--- config.mk ---
export PLATFORM = sky130hd
export DESIGN_NAME = iso_rx_sequencer
export DESIGN_NICKNAME = d
export VERILOG_FILES = /design/src/rtl/iso_rx_pkg.sv /design/src/rtl/iso_rx_sync_cmp.sv /design/src/rtl/iso_rx_quad_hold.sv /design/src/rtl/iso_rx_strobe_gen.sv /design/src/rtl/iso_rx_sequencer.sv
export SDC_FILE = /design/constraint.sdc
export NUM_CORES = 1
export LEC_CHECK = 0
export BUFFER_PORTS_ARGS = -buffer_cell sky130_fd_sc_hd__buf_4
export CORE_MARGIN = 1.5
export CORE_UTILIZATION = 45
export CTS_CLUSTER_SIZE = 20
export DETAILED_ROUTE_END_ITERATION = 10
export PLACE_DENSITY = 0.71
export REMOVE_ABC_BUFFERS = 1
export SLEW_MARGIN = 20
export SYNTH_ARGS = -nofsm -noshare
export SYNTH_HDL_FRONTEND = slang
export SYNTH_SLANG_ARGS = --single-unit
--- constraint.sdc ---
create_clock -name clk -period 1.3 [get_ports clk]
set_input_delay 0.26 -clock clk [delete_from_list [all_inputs] [get_ports clk]]
set_output_delay 0.26 -clock clk [all_outputs]
set_load 0.02 [all_outputs]
--- src/rtl/iso_rx_pkg.sv ---
package iso_rx_pkg;
  typedef enum logic [1:0] {
    QK_HDR = 2'd0,
    QK_PAY = 2'd1,
    QK_TRL = 2'd2
  } qkind_t;

  typedef struct packed {
    logic sync_hit;
    logic done;
    logic rw;
    logic flag;
  } dm_strb_t;
endpackage

--- src/rtl/iso_rx_sync_cmp.sv ---
module iso_rx_sync_cmp #(
  parameter int SYNC_W = 4
) (
  input  logic [SYNC_W-1:0] sy_field,
  input  logic [SYNC_W-1:0] pattern,
  output logic              hit
);
  assign hit = (sy_field == pattern);
endmodule

--- src/rtl/iso_rx_quad_hold.sv ---
module iso_rx_quad_hold
  import iso_rx_pkg::*;
#(
  parameter int QUAD_W = 32,
  parameter int NWORDS = 2,
  parameter int IDX_W  = (NWORDS > 1) ? $clog2(NWORDS) : 1
) (
  input  logic              clk,
  input  logic              rst,
  input  logic              in_valid,
  input  logic              in_sop,
  input  logic              in_eop,
  input  logic [QUAD_W-1:0] in_quad,
  input  logic              cfg_keep,
  input  logic              sync_match,
  output logic              in_ready,
  output logic              busy,
  output logic [IDX_W-1:0]  idx,
  output logic [QUAD_W-1:0] quad,
  output qkind_t            kind,
  output logic              keep_l,
  output logic              match_l
);
  localparam logic [IDX_W-1:0] LAST_IDX = IDX_W'(NWORDS - 1);

  logic in_pkt;
  logic last_word;
  logic take;
  logic load;

  assign last_word = (idx == LAST_IDX);
  assign in_ready  = !busy || last_word;
  assign take      = in_valid && in_ready;
  assign load      = take && (in_sop || in_pkt);

  always_ff @(posedge clk) begin
    if (rst) begin
      busy    <= 1'b0;
      idx     <= '0;
      in_pkt  <= 1'b0;
      quad    <= '0;
      kind    <= QK_PAY;
      keep_l  <= 1'b0;
      match_l <= 1'b0;
    end else if (load) begin
      busy   <= 1'b1;
      idx    <= '0;
      quad   <= in_quad;
      in_pkt <= !in_eop;
      kind   <= in_sop ? QK_HDR : (in_eop ? QK_TRL : QK_PAY);
      if (in_sop) begin
        keep_l  <= cfg_keep;
        match_l <= sync_match;
      end
    end else if (busy) begin
      if (last_word) busy <= 1'b0;
      else           idx  <= idx + 1'b1;
    end
  end

  AST_READY_GAP: assert property (@(posedge clk) disable iff (rst)
    load |=> !in_ready) else $error("ready gap");

  AST_IDX_RESTART: assert property (@(posedge clk) disable iff (rst)
    load |=> (busy && idx == '0)) else $error("word index restart");
endmodule

--- src/rtl/iso_rx_strobe_gen.sv ---
module iso_rx_strobe_gen
  import iso_rx_pkg::*;
#(
  parameter int QUAD_W = 32,
  parameter int WORD_W = 16,
  parameter int NWORDS = 2,
  parameter int IDX_W  = (NWORDS > 1) ? $clog2(NWORDS) : 1
) (
  input  logic              clk,
  input  logic              rst,
  input  logic              busy,
  input  logic [IDX_W-1:0]  idx,
  input  logic [QUAD_W-1:0] quad,
  input  qkind_t            kind,
  input  logic              keep_l,
  input  logic              match_l,
  output logic [WORD_W-1:0] dm_data,
  output dm_strb_t          dm_strb
);
  localparam logic [IDX_W-1:0] LAST_IDX = IDX_W'(NWORDS - 1);

  logic [WORD_W-1:0] words [NWORDS];

  for (genvar g = 0; g < NWORDS; g++) begin : g_split
    assign words[g] = quad[QUAD_W-1-g*WORD_W -: WORD_W];
  end

  logic [WORD_W-1:0] nxt_data;
  dm_strb_t          nxt_strb;
  logic              first_w;
  logic              last_w;

  assign first_w = (idx == '0);
  assign last_w  = (idx == LAST_IDX);

  always_comb begin
    nxt_data = '0;
    nxt_strb = '0;
    if (busy) begin
      nxt_data = words[idx];
      unique case (kind)
        QK_HDR: begin
          nxt_strb.sync_hit = first_w && match_l;
          nxt_strb.done     = keep_l ? first_w : last_w;
          nxt_strb.rw       = keep_l;
          nxt_strb.flag     = keep_l;
        end
        QK_PAY: nxt_strb.rw = 1'b1;
        QK_TRL: begin
          nxt_strb.rw   = keep_l;
          nxt_strb.flag = keep_l;
        end
        default: nxt_strb = '0;
      endcase
    end
  end

  always_ff @(posedge clk) begin
    if (rst) begin
      dm_data <= '0;
      dm_strb <= '0;
    end else begin
      dm_data <= nxt_data;
      dm_strb <= nxt_strb;
    end
  end

  AST_SYNC_ONE_CYCLE: assert property (@(posedge clk) disable iff (rst)
    dm_strb.sync_hit |=> !dm_strb.sync_hit) else $error("sync pulse width");

  AST_DONE_ONE_CYCLE: assert property (@(posedge clk) disable iff (rst)
    dm_strb.done |=> !dm_strb.done) else $error("done pulse width");

  AST_FLAG_UNDER_RW: assert property (@(posedge clk) disable iff (rst)
    dm_strb.flag |-> dm_strb.rw) else $error("flag outside rw");

  AST_STRIP_SYNC_BEFORE_DONE: assert property (@(posedge clk) disable iff (rst)
    (dm_strb.sync_hit && !dm_strb.rw) |=> dm_strb.done) else $error("strip done order");
endmodule

--- src/rtl/iso_rx_sequencer.sv ---
module iso_rx_sequencer
  import iso_rx_pkg::*;
#(
  parameter int QUAD_W = 32,
  parameter int WORD_W = 16,
  parameter int SYNC_W = 4
) (
  input  logic              clk,
  input  logic              rst,
  input  logic              cfg_keep_frame,
  input  logic [SYNC_W-1:0] cfg_sync_pattern,
  input  logic              in_valid,
  output logic              in_ready,
  input  logic              in_sop,
  input  logic              in_eop,
  input  logic [QUAD_W-1:0] in_quad,
  output logic [WORD_W-1:0] dm_data,
  output logic              dm_sync_hit,
  output logic              dm_done,
  output logic              dm_rw,
  output logic              dm_flag
);
  localparam int NWORDS = QUAD_W / WORD_W;
  localparam int IDX_W  = (NWORDS > 1) ? $clog2(NWORDS) : 1;

  logic              sync_match;
  logic              busy;
  logic [IDX_W-1:0]  idx;
  logic [QUAD_W-1:0] quad;
  qkind_t            kind;
  logic              keep_l;
  logic              match_l;
  dm_strb_t          strb;

  iso_rx_sync_cmp #(.SYNC_W(SYNC_W)) u_cmp (
    .sy_field (in_quad[SYNC_W-1:0]),
    .pattern  (cfg_sync_pattern),
    .hit      (sync_match)
  );

  iso_rx_quad_hold #(.QUAD_W(QUAD_W), .NWORDS(NWORDS), .IDX_W(IDX_W)) u_hold (
    .clk        (clk),
    .rst        (rst),
    .in_valid   (in_valid),
    .in_sop     (in_sop),
    .in_eop     (in_eop),
    .in_quad    (in_quad),
    .cfg_keep   (cfg_keep_frame),
    .sync_match (sync_match),
    .in_ready   (in_ready),
    .busy       (busy),
    .idx        (idx),
    .quad       (quad),
    .kind       (kind),
    .keep_l     (keep_l),
    .match_l    (match_l)
  );

  iso_rx_strobe_gen #(.QUAD_W(QUAD_W), .WORD_W(WORD_W), .NWORDS(NWORDS), .IDX_W(IDX_W)) u_strb (
    .clk     (clk),
    .rst     (rst),
    .busy    (busy),
    .idx     (idx),
    .quad    (quad),
    .kind    (kind),
    .keep_l  (keep_l),
    .match_l (match_l),
    .dm_data (dm_data),
    .dm_strb (strb)
  );

  assign dm_sync_hit = strb.sync_hit;
  assign dm_done     = strb.done;
  assign dm_rw       = strb.rw;
  assign dm_flag     = strb.flag;
endmodule

==> metrics.txt <==
# TYPE chip_impl_metric gauge
chip_impl_info{name="setup.worst_path.class",value="reg -> out"} 1
chip_impl_metric{name="grt_pass1_wl",unit="um"} 8569
chip_impl_metric{name="drt_pass1_iterations",unit=""} 4
chip_impl_metric{name="worst_pin_slew",unit="ps"} 338.1
chip_impl_metric{name="p_sw_share",unit="%"} 25.09
chip_impl_metric{name="clkSlewWorstSetupHoldPaths",unit="ps"} 60
chip_impl_metric{name="tritoncts_buffer_count",unit=""} 9
chip_impl_metric{name="period_minus_ws_final",unit="ps"} 1273
chip_impl_metric{name="syn-cell-area",unit="sq mm"} 0.002280
chip_impl_metric{name="antenna_left",unit=""} 0
chip_impl_info{name="worstSetupStartpoint",value="u_hold.busy"} 1
chip_impl_metric{name="wl",unit="um"} 5335
chip_impl_metric{name="synth_edf_count",unit=""} 0
chip_impl_metric{name="port_buf_inserts",unit=""} 62
chip_impl_info{name="tritoncts_clock_tree",value="built"} 1
chip_impl_metric{name="max-clock-path-buffers",unit=""} 2
chip_impl_metric{name="slew_headroom",unit="%"} 77.46
chip_impl_metric{name="synthesized_instance_count",unit=""} 246
chip_impl_metric{name="finalCritPeriodShare",unit="%"} 97.89
chip_impl_metric{name="drive_gt1_share",unit="%"} 31.33
chip_impl_metric{name="clock_tree.htree_level_count",unit=""} 3
chip_impl_info{name="crit_path_cell_trace",value="nor2b_4 -> inv_6 -> buf_6"} 1
chip_impl_info{name="netlist_top_cells_area",value="dfxtp_1 52%, a21oi_1 7.9%, mux2i_1 7.5%, o21ai_0 7.5%, nand3_1 7.0%"} 1
chip_impl_metric{name="cap_violations",unit=""} 0
chip_impl_metric{name="postSynthAreaPerCell",unit="sq um"} 9.267
chip_impl_metric{name="detailed_place.area",unit="sq mm"} 0.002818
chip_impl_metric{name="detail_route.vias_per_cell",unit=""} 5.256
chip_impl_metric{name="source_to_sink_clock_delay_at_the_later_pin_of_the_worst_skew_pair",unit="ps"} 330
chip_impl_metric{name="vdd_ir_drop_max",unit="uV"} 779.9
chip_impl_metric{name="dieHeight",unit="um"} 74.18
chip_impl_metric{name="comb_power_share",unit="%"} 14.0
chip_impl_metric{name="drt_iter0_drc",unit=""} 150
chip_impl_metric{name="routedWlPerCell",unit="um"} 13.93
chip_impl_metric{name="cts_num_sinks",unit=""} 59
chip_impl_metric{name="io-pin-count",unit=""} 63
chip_impl_metric{name="nFillCells",unit=""} 438
chip_impl_metric{name="gp_routability_congestion",unit=""} 0.7594
chip_impl_metric{name="timing.critical_path.required",unit="ps"} 1040
chip_impl_metric{name="final_max_slew_viol_count",unit=""} 0
chip_impl_metric{name="route.vias.total",unit=""} 2013
chip_impl_metric{name="hpwlAfterDp",unit="um"} 3347
chip_impl_metric{name="grt_antenna_before_repair",unit=""} 0
chip_impl_metric{name="power-per-cell-area",unit="mW/mm^2"} 1311
chip_impl_metric{name="setup_violations",unit=""} 0
chip_impl_info{name="yosys.cell_count.top_type",value="dfxtp_1"} 1
chip_impl_metric{name="first_global_vias",unit=""} 1856
chip_impl_info{name="start_kind",value="flip-flop"} 1
chip_impl_metric{name="groute.usage.overall",unit="%"} 20.81
chip_impl_metric{name="placement_rows",unit=""} 25
chip_impl_info{name="r2r_end",value="u_hold.match_l"} 1
chip_impl_metric{name="core_region_area",unit="sq mm"} 0.004786
chip_impl_metric{name="power.sequential.fraction",unit="%"} 48.4
chip_impl_metric{name="post_synthesis_sequential_element_count",unit=""} 59
chip_impl_metric{name="post-route-drc-count",unit=""} 0
chip_impl_metric{name="critPathMaxStageDelay",unit="ps"} 330
chip_impl_metric{name="overall_die_area",unit="sq mm"} 0.005502
chip_impl_metric{name="finalHoldViolCount",unit=""} 0
chip_impl_metric{name="place.detailed.instances",unit=""} 365
chip_impl_metric{name="ys_seq_area_share",unit="%"} 51.81
chip_impl_metric{name="fp.dieW",unit="um"} 74.18
chip_impl_metric{name="clock_power_share",unit="%"} 37.7
chip_impl_metric{name="crit_fanout",unit=""} 2
chip_impl_metric{name="arrival",unit="ps"} 1010
chip_impl_info{name="worst_r2r_startpoint",value="u_hold.busy"} 1
chip_impl_metric{name="synth-warning-count",unit=""} 0
chip_impl_info{name="synth_commonest_cells",value="59 x dfxtp_1, 36 x a21oi_1, 34 x o21ai_0"} 1
chip_impl_metric{name="globalRouteOverflowTotal",unit=""} 0
chip_impl_metric{name="max_clock_freq",unit="MHz"} 785.8
chip_impl_info{name="synth_top_flop_cell",value="dfxtp_1"} 1
chip_impl_metric{name="worst-r2r-cell-count",unit=""} 5
chip_impl_info{name="outcome",value="finished clean"} 1
chip_impl_metric{name="clock_skew_after_layout",unit="ps"} 1.716
chip_impl_metric{name="number_of_diodes_added_for_antenna_fixing",unit=""} 0
chip_impl_metric{name="p_leak",unit="nW"} 1.188
chip_impl_metric{name="synth_largest_type_area_fraction",unit="%"} 51.81
chip_impl_metric{name="final_nets",unit=""} 354
chip_impl_info{name="timing.critical_path.to",value="in_ready"} 1
chip_impl_metric{name="power.net_switching",unit="mW"} 1.001
chip_impl_info{name="setup_repair_after_global_routing_missed_its_margin",value="yes"} 1
chip_impl_metric{name="synthesis_to_layout_area_growth",unit="%"} 33.53
chip_impl_info{name="cp_slowest_cell",value="dfxtp_2"} 1
chip_impl_metric{name="grt_start_max_net_pins",unit=""} 35
chip_impl_metric{name="effective_utilization_at_floorplan",unit="%"} 47.63
chip_impl_info{name="critPathCaptureType",value="primary output"} 1
chip_impl_info{name="worstHoldPathType",value="in -> reg"} 1
chip_impl_info{name="cts-root-buf",value="clkbuf_8"} 1
chip_impl_metric{name="final_area",unit="sq mm"} 0.003044
chip_impl_metric{name="regToRegSetupSlack",unit="ps"} 50
chip_impl_metric{name="final_cells",unit=""} 383
chip_impl_info{name="synth_top_area_cell",value="dfxtp_1"} 1
chip_impl_metric{name="internal_power",unit="mW"} 2.989
chip_impl_metric{name="synth.distinct_cells",unit=""} 29
chip_impl_metric{name="async_reset_ff_share",unit="%"} 0
==> metrics by stage <==
step | TNS [ps] | hold slack, ps | setup slack [ps] | power, mW | util [%]
finish | 0 | 147.1 | 27.45 | 3.991 | 63.61
global route | -40.45 | 148.1 | -38.03 | 4.144 | 63.61
CTS | 0 | 132.6 | 18.68 | 4.011 | 63.35
detailed placement | -0.3639 | 451.0 | -0.3639 | 2.497 | 58.88
global placement | 0 | 441.6 | 79.54 | 2.487 | 58.88
floorplan | -27210 | 324.6 | -778.5 | 2.215 | -
==> placed cells by master (no fill, tap or decap), drive strengths merged <==
master	count
a211o	1
a211oi	1
a21oi	36
a311oi	1
buf	78
clkbuf	13
clkinv	2
dfxtp	59
inv	2
mux2i	17
nand2	2
nand2b	2
nand3	32
nand4	2
nand4b	1
nor2	18
nor2b	2
nor3b	1
nor4	3
o21a	1
o21ai	36
o41ai	1
xnor2	5
==> cell type report <==
class / instances / area (sq um) / share of cell area (%)
clock inverter: 2 / 10.01 / 0.3288
sequential: 59 / 1182 / 38.84
tap: 67 / 83.83 / 2.754
inverter: 2 / 12.51 / 0.4110
multi-input combinational: 162 / 955.9 / 31.40
timing repair buffer: 78 / 630.6 / 20.72
clock buffer: 13 / 168.9 / 5.549
==> timing repair <==
item / CTS / global route
hold buffers: 0 / 0
resized for setup: 4 / 3
pin swaps: 0 / 0
endpoints found under the setup margin: 3 / 23
setup buffers: 3 / 0
==> metal layers <==
layer / vias up / part of all wire [%] / GRT usage [%]
met5: - / 0 / 0
met1: 942 / 45 / 26.57
met4: 0 / 2.5 / 12.96
met3: 11 / 4.4 / 4.065
li1: 1004 / - / -
met2: 56 / 48 / 32.34
==> power by group through the flow <==
stage	Clock, mW	Combinational [mW]	Sequential [mW]
2_1_floorplan	0	0.232	1.98
5_1_grt	1.60	0.612	1.94
4_1_cts	1.53	0.551	1.93
3_5_place_dp	0	0.529	1.97
3_3_place_gp	0	0.522	1.96
6_report	1.50	0.557	1.93
==> how the worst min path moves through the flow <==
stage / from / endpoint / cells past startpoint
5_1_grt: in_eop / u_hold.in_pkt / 2
4_1_cts: in_eop / u_hold.in_pkt / 2
6_report: in_eop / u_hold.in_pkt / 2
2_1_floorplan: rst / u_hold.idx / 1
3_3_place_gp: u_hold.match_l / u_strb.dm_strb[3] / 2
3_5_place_dp: u_hold.match_l / u_strb.dm_strb[3] / 2
==> logic make-up (layout without fill, tap and decap cells) <==
| group | Yosys count | after routing | share of synthesized area, % |
|---|---|---|---|
| xor+xnor | 5 | 5 | 1.921 |
| flops | 59 | 59 | 51.81 |
| compound gates | 77 | 77 | 18.33 |
| simple gates | 63 | 63 | 13.61 |
| mux | 17 | 17 | 7.464 |
| buf+inv | 25 | 95 | 6.860 |
==> critical path, delay by kind of cell (launching register included) <==
kind,cells,cell delay [ps]
buffers and inverters,2,160
and+or+nand+nor,1,180
DFF,1,330
==> flip-flops by register name (all words and copies together), names as in the netlist <==
| name | count |
|---|---|
| u_hold.in_pkt | 1 |
| u_strb.dm_strb | 4 |
| u_strb.dm_data | 16 |
| u_hold.idx | 1 |
| u_hold.keep_l | 1 |
| u_hold.busy | 1 |
| u_hold.match_l | 1 |
| u_hold.kind | 2 |
| u_hold.quad | 32 |
No activity file was read; power rests on OpenSTA's default activity.
